### src/rtl/smbn_pkg.sv
package smbn_pkg;
  localparam int DATA_W     = 8;
  localparam int DEV_ADDR_W = 7;
  localparam int CTRL_W     = 3;

  typedef struct packed {
    logic alert_dis;
    logic ntf_wake_en;
    logic ntf_irq_en;
  } ctrl_t;
endpackage

### src/rtl/smbn_regs.sv
module smbn_regs
  import smbn_pkg::*;
#(
  parameter int ADDR_W    = 2,
  parameter int OFF_CTRL  = 0,
  parameter int OFF_STAT  = 1,
  parameter int OFF_NADDR = 2
) (
  input  logic                  clk,
  input  logic                  rst_n,
  input  logic [ADDR_W-1:0]     bus_addr,
  input  logic                  bus_wr,
  input  logic [DATA_W-1:0]     bus_wdata,
  input  logic                  ntf_sts,
  input  logic [DEV_ADDR_W-1:0] ntf_dev,
  output ctrl_t                 ctrl,
  output logic                  sts_clr,
  output logic [DATA_W-1:0]     bus_rdata
);
  localparam logic [ADDR_W-1:0] A_CTRL  = ADDR_W'(OFF_CTRL);
  localparam logic [ADDR_W-1:0] A_STAT  = ADDR_W'(OFF_STAT);
  localparam logic [ADDR_W-1:0] A_NADDR = ADDR_W'(OFF_NADDR);

  ctrl_t ctrl_q, ctrl_d;
  logic  ctrl_we;
  logic  unused_wbits;

  assign unused_wbits = ^bus_wdata[DATA_W-1:CTRL_W];

  always_comb begin
    ctrl_we = bus_wr && (bus_addr == A_CTRL);
    ctrl_d  = ctrl_q;
    if (ctrl_we) ctrl_d = ctrl_t'(bus_wdata[CTRL_W-1:0]);
  end

  always_ff @(posedge clk or negedge rst_n) begin
    if (!rst_n)       ctrl_q <= '0;
    else if (ctrl_we) ctrl_q <= ctrl_d;
  end

  assign ctrl    = ctrl_q;
  assign sts_clr = bus_wr && (bus_addr == A_STAT) && bus_wdata[0];

  always_comb begin
    bus_rdata = '0;
    case (bus_addr)
      A_CTRL:  bus_rdata = {{(DATA_W-CTRL_W){1'b0}}, ctrl_q};
      A_STAT:  bus_rdata = {{(DATA_W-1){1'b0}}, ntf_sts};
      A_NADDR: bus_rdata = {ntf_dev, 1'b0};
      default: bus_rdata = '0;
    endcase
  end

  // a control write lands in the register on the following cycle
  p_ctrl_write_r2: assert property (@(posedge clk) disable iff (!rst_n)
    (bus_wr && bus_addr == A_CTRL) |=> (ctrl_q == $past(bus_wdata[CTRL_W-1:0])));

  // a write to any other offset leaves the control register alone
  p_ctrl_hold_r12: assert property (@(posedge clk) disable iff (!rst_n)
    (bus_addr != A_CTRL) |=> $stable(ctrl_q));
endmodule

### src/rtl/smbn_notify.sv
module smbn_notify
  import smbn_pkg::*;
(
  input  logic                  clk,
  input  logic                  rst_n,
  input  logic                  stb,
  input  logic [DATA_W-1:0]     addr_byte,
  input  logic                  clr,
  output logic                  sts,
  output logic [DEV_ADDR_W-1:0] dev
);
  logic                  sts_q, sts_d;
  logic [DEV_ADDR_W-1:0] dev_q;
  logic                  cap_en;
  logic                  unused_rsvd;

  assign unused_rsvd = addr_byte[0];

  always_comb begin
    sts_d  = stb | (sts_q & ~clr);
    cap_en = stb & ~sts_q;
  end

  always_ff @(posedge clk or negedge rst_n) begin
    if (!rst_n) sts_q <= 1'b0;
    else        sts_q <= sts_d;
  end

  always_ff @(posedge clk or negedge rst_n) begin
    if (!rst_n)      dev_q <= '0;
    else if (cap_en) dev_q <= addr_byte[DATA_W-1:1];
  end

  assign sts = sts_q;
  assign dev = dev_q;

  // a strobe always leaves status set, even against a clear
  p_sts_set_r5: assert property (@(posedge clk) disable iff (!rst_n)
    stb |=> sts_q);

  // address is frozen while status is held
  p_addr_hold_r11: assert property (@(posedge clk) disable iff (!rst_n)
    sts_q |=> $stable(dev_q));

  // without a strobe, a clear drops status
  p_sts_clr_r5: assert property (@(posedge clk) disable iff (!rst_n)
    (clr && !stb) |=> !sts_q);
endmodule

### src/rtl/smbn_irq_route.sv
module smbn_irq_route
  import smbn_pkg::*;
(
  input  logic  clk,
  input  logic  rst_n,
  input  logic  alert_sts,
  input  logic  ntf_sts,
  input  ctrl_t ctrl,
  input  logic  other_wake,
  input  logic  smi_sel,
  output logic  pirq,
  output logic  smi,
  output logic  wake
);
  logic alert_req, ntf_req, ntf_wake, irq;

  always_comb begin
    alert_req = alert_sts & ~ctrl.alert_dis;
    ntf_req   = ntf_sts & ctrl.ntf_irq_en;
    ntf_wake  = ntf_sts & ctrl.ntf_wake_en;
    irq       = alert_req | ntf_req;
    pirq      = irq & ~smi_sel;
    smi       = irq & smi_sel;
    wake      = other_wake | alert_sts | ntf_wake;
  end

  // the two interrupt outputs never fire together
  p_one_path_r9: assert property (@(posedge clk) disable iff (!rst_n)
    !(pirq && smi));

  // alert always reaches wake
  p_alert_wake_r4: assert property (@(posedge clk) disable iff (!rst_n)
    alert_sts |-> wake);

  // enabled notify status always produces a request somewhere
  p_ntf_irq_r6: assert property (@(posedge clk) disable iff (!rst_n)
    (ntf_sts && ctrl.ntf_irq_en) |-> (pirq || smi));

  // a disabled alert with no notify request gives no interrupt
  p_alert_mask_r3: assert property (@(posedge clk) disable iff (!rst_n)
    (ctrl.alert_dis && !(ntf_sts && ctrl.ntf_irq_en)) |-> !(pirq || smi));
endmodule

### src/rtl/smb_notify_irq.sv
module smb_notify_irq
  import smbn_pkg::*;
#(
  parameter int ADDR_W    = 2,
  parameter int OFF_CTRL  = 0,
  parameter int OFF_STAT  = 1,
  parameter int OFF_NADDR = 2,
  parameter int SYNC_LEN  = 2
) (
  input  logic              clk,
  input  logic              rst_n,
  input  logic [ADDR_W-1:0] bus_addr,
  input  logic              bus_wr,
  input  logic [7:0]        bus_wdata,
  output logic [7:0]        bus_rdata,
  input  logic              alert_sts_i,
  input  logic              notify_stb_i,
  input  logic [7:0]        notify_addr_i,
  input  logic              other_wake_i,
  input  logic              smi_sel_i,
  output logic              pirq_o,
  output logic              smi_o,
  output logic              wake_o
);
  logic [SYNC_LEN-1:0]   rst_sync_q;
  logic                  rst_n_s;
  ctrl_t                 ctrl;
  logic                  sts_clr, ntf_sts;
  logic [DEV_ADDR_W-1:0] ntf_dev;

  always_ff @(posedge clk or negedge rst_n) begin
    if (!rst_n) rst_sync_q <= '0;
    else        rst_sync_q <= {rst_sync_q[SYNC_LEN-2:0], 1'b1};
  end
  assign rst_n_s = rst_sync_q[SYNC_LEN-1];

  smbn_regs #(
    .ADDR_W(ADDR_W), .OFF_CTRL(OFF_CTRL), .OFF_STAT(OFF_STAT), .OFF_NADDR(OFF_NADDR)
  ) u_regs (
    .clk(clk), .rst_n(rst_n_s), .bus_addr(bus_addr), .bus_wr(bus_wr),
    .bus_wdata(bus_wdata), .ntf_sts(ntf_sts), .ntf_dev(ntf_dev),
    .ctrl(ctrl), .sts_clr(sts_clr), .bus_rdata(bus_rdata)
  );

  smbn_notify u_notify (
    .clk(clk), .rst_n(rst_n_s), .stb(notify_stb_i), .addr_byte(notify_addr_i),
    .clr(sts_clr), .sts(ntf_sts), .dev(ntf_dev)
  );

  smbn_irq_route u_route (
    .clk(clk), .rst_n(rst_n_s), .alert_sts(alert_sts_i), .ntf_sts(ntf_sts),
    .ctrl(ctrl), .other_wake(other_wake_i), .smi_sel(smi_sel_i),
    .pirq(pirq_o), .smi(smi_o), .wake(wake_o)
  );
endmodule

### config.mk
export PLATFORM = sky130hd
export DESIGN_NAME = smb_notify_irq
export DESIGN_NICKNAME = d
export VERILOG_FILES = /design/src/rtl/smbn_pkg.sv /design/src/rtl/smbn_regs.sv /design/src/rtl/smbn_notify.sv /design/src/rtl/smbn_irq_route.sv /design/src/rtl/smb_notify_irq.sv
export SDC_FILE = /design/constraint.sdc
export NUM_CORES = 1
export LEC_CHECK = 0
export BUFFER_PORTS_ARGS = -buffer_cell sky130_fd_sc_hd__buf_4
export CORE_UTILIZATION = 25
export DETAILED_ROUTE_END_ITERATION = 10
export GPL_TIMING_DRIVEN = 1
export PLACE_DENSITY = 0.52
export SYNTH_ARGS = -nofsm -noshare
export SYNTH_HDL_FRONTEND = slang
export SYNTH_SLANG_ARGS = --single-unit
### constraint.sdc
create_clock -name clk -period 0.8 [get_ports clk]
set_input_delay 0 -clock clk [delete_from_list [all_inputs] [get_ports clk]]
set_output_delay 0 -clock clk [all_outputs]
set_load 0.05 [all_outputs]
* Word level (Yosys, flattened, before mapping)
Index checks and enable logic that the tools add are counted.
** Cells by class
- Reductions and logical operators :: 4
- Equality and inequality tests :: 2
- Bitwise operators :: 15
- Muxes and demuxes :: 1
** Operators with widths (number)
- $pmux 8 s3 :: 1
- $and 1x1->1 :: 7
- $not 1->1 :: 4
- $or 1x1->1 :: 4
- $logic_and 1x1->1 :: 3
- $eq 2x1->1 const B :: 1
- $eq 2x2->1 const B :: 1
- $logic_not 2->1 :: 1
** Storage, ports and cells
- Output and inout port bits :: 11
- Word-level logic and storage cells :: 28
- Register bits :: 13
- Bits of input ports :: 25

* Longest topological paths before layout
- Depth in word-level cells :: 6
- Gate-level depth with buffers :: 3
- Depth with buffers taken out :: 2

* By module
From an unflattened synthesis, not the netlist that was laid out.
** Unflattened totals
- Cells, all modules :: 47
- Area total of the unflattened synthesis :: 649.4 µm²
** By module, submodules not included
- smbn_notify :: cells each 19, times used 1, sequential area each 200.2 µm², area each 342.8 µm²
- smbn_regs :: cells each 20, times used 1, sequential area each 75.1 µm², area each 214.0 µm²
- smb_notify_irq :: cells each 3, times used 1, sequential area each 50.0 µm², area each 53.8 µm²
- smbn_irq_route :: cells each 5, times used 1, sequential area each 0.0 µm², area each 38.8 µm²

* Worst setup path before layout
No wires, ideal clock.
- Path kind :: reg2out
- Start :: reg u_regs.ctrl_q (netlist bit u_regs.ctrl[2])
- End :: out smi_o
- Path slack :: -0.829 ns
- Buffers on the path :: 0
- Cell stages (with the launch flop) :: 3
- Arrival time :: 1.629 ns
- Required time :: 0.800 ns
- Cells stage by stage :: dfrtp_1 -> nand2b_1 -> a21boi_0
** Between the ends
- Longest elaborated chain between the ends :: 4
** Ends and longest elaborated chain
- from (decl) :: line smbn_regs.sv:24 : ctrl_t ctrl_q, ctrl_d;
- from (signal assigned) :: line smbn_regs.sv:38 : else if (ctrl_we) ctrl_q <= ctrl_d;
- $not 1->1 :: line smbn_irq_route.sv:18 : alert_req = alert_sts & ~ctrl.alert_dis;
- $and 1x1->1 :: line smbn_irq_route.sv:18
- $or 1x1->1 :: line smbn_irq_route.sv:21 : irq = alert_req | ntf_req;
- $and 1x1->1 :: line smbn_irq_route.sv:23 : smi = irq & smi_sel;
- to (decl) :: line smb_notify_irq.sv:22 : output logic smi_o,
No other way between the ends.

* Worst setup path after layout
- Start :: reg u_notify.sts_q (netlist: u_notify.sts)
- End :: out wake_o
** Between the ends
- Longest elaborated chain between the ends :: 2
** Ends and longest elaborated chain
- from (decl) :: line smbn_notify.sv:12 : logic sts_q, sts_d;
- from (signal assigned) :: line smbn_notify.sv:26 : else sts_q <= sts_d;
- $and 1x1->1 :: line smbn_irq_route.sv:20 : ntf_wake = ntf_sts & ctrl.ntf_wake_en;
- $or 1x1->1 :: line smbn_irq_route.sv:24 : wake = other_wake | alert_sts | ntf_wake;
- to (decl) :: line smb_notify_irq.sv:23 : output logic wake_o
No other way between the ends.

==> results by group <==
Critical path
  – CP Class: reg -> out
  – CP Launch Type: flop
  – Required time worst endpoint: 0.80 ns
  – Cell depth of the worst setup path: 3
  – Crit path max fanout: 4
  – Reg2Reg Depth: 3
  – Reg2reg end: u_notify.dev[4]$_DFFE_PN0P_
  – Family with the most delay on the worst path: flip-flops
  – Cell Chain, Critical Path: buf_6 -> a211o_2 -> buf_6
  – Arrival @ worst endpoint: 1.25 ns
  – Critical path's slowest cell: dfrtp_1
  – CP peak stage delay: between 0.3 and 0.4 ns
  – Critical R2R Launch: u_notify.sts$_DFF_PN0_
  – Setup crit end kind: output port
  – CP bufs+invs: 2
  – CP Launch Point: u_notify.sts$_DFF_PN0_
  – CP dominant cell by count: buf_6
  – Register-to-Register Setup Slack: -0.32 ns
  – Crit path capture: wake_o

Clock network
  – Clock Latency Late Sink: 0.27 ns
  – CTS tree: yes
  – CTS Buf Count: 3
  – CTS Sinks: 13
  – CTS root buf: clkbuf_4
  – Clk pin slew, worst setup/hold paths: approximately 0.080 ns
  – Clock H-tree levels: 1
  – Longest Clk Path Bufs: 2

GRT
  – GRT Overall Usage: 14.7%
  – GR peak layer: met2
  – Global Route met3 Usage: about 2.4%
  – Met1 usage in global routing: between 10% and 20%
  – Final global-route overflow total: 0
  – M2 GR Usage: 23.0%
  – Largest net degree at the start of global routing: 12
  – First-pass GRT wire length: 2720 um
  – Number of global-route vias before repair: 580
  – Initial antenna violation count: 0

Floorplanning
  – Initial core utilization: 26.8%
  – Die height: around 51 um
  – Row cnt: 17
  – Die area: 2620 um2
  – Die width: 51.2 um
  – # IOs: 36
  – Core area: 2250 um2

Timing
  – Final slew viol count: 0
  – Fmax: 0.800 GHz
  – Final WS setup: -0.451 ns
  – Clock Skew: 0.000467 ns
  – Final period demand of the worst path: 1.25 ns
  – Hold Fails Final Rpt: 0
  – Final setup viols: 21
  – RSZ-0062 raised after global routing: true
  – Final Cycle Share: 156%

Final layout
  – Post-route cell area: between 1000 and 1500 um2
  – Ant diodes: 0
  – Final Net Count: 130
  – P&R area growth vs syn: 110%
  – Layout cell share with drive strength beyond 1: between 60% and 70%
  – Fill cell count: 201
  – Final design utilization: a little under three fifths

Synthesis
  – YS warnings: 0
  – Sequential area share after synthesis: 53.8%
  – Mapped Avg Cell Area: 13.1 um2
  – Gate Count Post-Synth: 46
  – Netlist Area Pre-Place: 604 um2
  – Yosys cell types: 17
  – Post-synth net total: 71
  – Yosys reg bits: 13

Detailed routing
  – Detailed router's first-iteration violation count: 0
  – DRC violations left: 0
  – Routed WL: 1600 um
  – Via count: 548
  – Vias per cell: 4.15
  – Final antenna-violating net count: 0
  – Wire length per cell: 12.1 um
  – Total iterations of the first detailed-routing run: 1

Power
  – VDD IR max: 1.02 mV
  – Power per cell area: between 1500 and 2000 nW/um2
  – Clock share of power: 17.0%
  – Sw Pwr: 759 uW
  – Fraction of power consumed by combinational cells: between 40% and 50%
  – Flop pwr share: 37.6%
  – P_leak: ~0.00059 uW
  – Switching share of power: 32.0%
  – Cell internal pwr: ~1600 uW

Place
  – Dpl hpwl: roughly 990 um
  – Placer Congestion: slightly above 0.7
  – Dpl ws: -0.291 ns
  – Post-DP Area: approximately 1000 um2
  – Port bufs: 29

Flow run
  – Maxcap violations: 0

Hold path
  – HP Class: in -> async

Status
  – Failing checks: negative setup slack
  – Status: complete, but fails checks
registers in the layout, indices dropped and copies added, names as in the netlist:
signal,count
u_notify.dev,7
u_regs.ctrl,3
rst_sync_q,2
u_notify.sts,1
cell usage in the layout (no fill, tap or decap):
cell / Yosys / final
buf_4: 0 / 29
buf_6: 1 / 14
dfrtp_1: 13 / 13
dlygate4sd3_1: 0 / 12
mux2_4: 0 / 10
and2_4: 0 / 5
nor2_4: 0 / 3
clkbuf_4: 0 / 3
mux2i_2: 0 / 2
nor2b_1: 2 / 2
mux2i_4: 0 / 1
nand4b_1: 1 / 1
a21o_1: 1 / 1
a211o_2: 0 / 1
nand2b_4: 0 / 1
nand2_1: 1 / 1
a21oi_4: 0 / 1
a21boi_2: 0 / 1
nor3b_4: 1 / 1
clkbuf_1: 0 / 1
conb_1: 1 / 1
cells in the mapped netlist:
library cell	number	area (um2)
dfrtp_1	13	325
mux2_2	7	78.8
and2_1	5	31.3
mux2_1	3	33.8
mux2i_1	3	30.0
nor2_1	3	11.3
nor2b_1	2	12.5
a211o_1	1	8.76
a21boi_0	1	7.51
a21o_1	1	7.51
a21oi_1	1	5.00
buf_6	1	11.3
conb_1	1	3.75
nand2_1	1	3.75
nand2b_1	1	6.26
nand4b_1	1	8.76
nor3b_4	1	18.8
area by class of cell:
| type | instances | area (um2) | share of cell area, % |
|---|---|---|---|
| clock buffer | 4 | 26.3 | 2.08 |
| multi-input combinational | 32 | 384 | 30.3 |
| tap | 28 | 35.0 | 2.77 |
| timing repair buffer | 55 | 495 | 39.1 |
| sequential | 13 | 325 | 25.7 |
cells by family after synthesis:
group / Yosys count / synth area share, %
mux: 13 / 23.6
flops: 13 / 53.8
buf+inv: 1 / 1.86
compound gates: 4 / 4.76
simple gates: 14 / 15.3
other cells: 1 / 0.621
routing by layer:
metal,wire length (um),part of all wire [%]
met5,0,0
met1,692,43
met2,824,52
met3,51,3.2
met4,31,1.9
power by group through the flow:
| stage | clock network, uW | logic [uW] | registers (uW) |
|---|---|---|---|
| 2_1_floorplan | 0 | 546 | 868 |
| 3_3_place_gp | 0 | 770 | 892 |
| 3_5_place_dp | 0 | 775 | 888 |
| 4_1_cts | 415 | 981 | 894 |
| 5_1_grt | 441 | 1150 | 913 |
| 6_report | 402 | 1080 | 893 |
worst min-delay path by stage:
| stage | endpoint | cells after the start | slack, ns | start |
|---|---|---|---|---|
| 2_1_floorplan | rst_sync_q[0]$_DFF_PN0_ | 0 | -0.30 | rst_n |
| 3_3_place_gp | rst_sync_q[1]$_DFF_PN0_ | 1 | -0.22 | rst_n |
| 3_5_place_dp | rst_sync_q[0]$_DFF_PN0_ | 1 | -0.22 | rst_n |
| 4_1_cts | rst_sync_q[0]$_DFF_PN0_ | 2 | 0.03 | rst_n |
| 5_1_grt | rst_sync_q[0]$_DFF_PN0_ | 2 | 0.06 | rst_n |
| 6_report | rst_sync_q[0]$_DFF_PN0_ | 2 | 0.06 | rst_n |
stage by stage:
step	instances	hold slack [ns]	power [uW]	setup TNS, ns
after global placement	110	-0.217	1660	-2.71
after global routing	132	0.0634	2500	-6.15
after detailed placement	110	-0.216	1660	-2.83
final	132	0.0576	2370	-5.19
after CTS	128	0.0316	2290	-5.08
after floorplan	46	-0.296	1410	-2.35
repair_timing:
action,CTS,global route
gates cloned,0,0
setup endpoints to repair,19,21
gates resized for setup,23,3
hold buffers,12,0
setup buffers,2,4
hold endpoints to repair,13,0
Note: power is estimated with default switching activity, not from simulation.
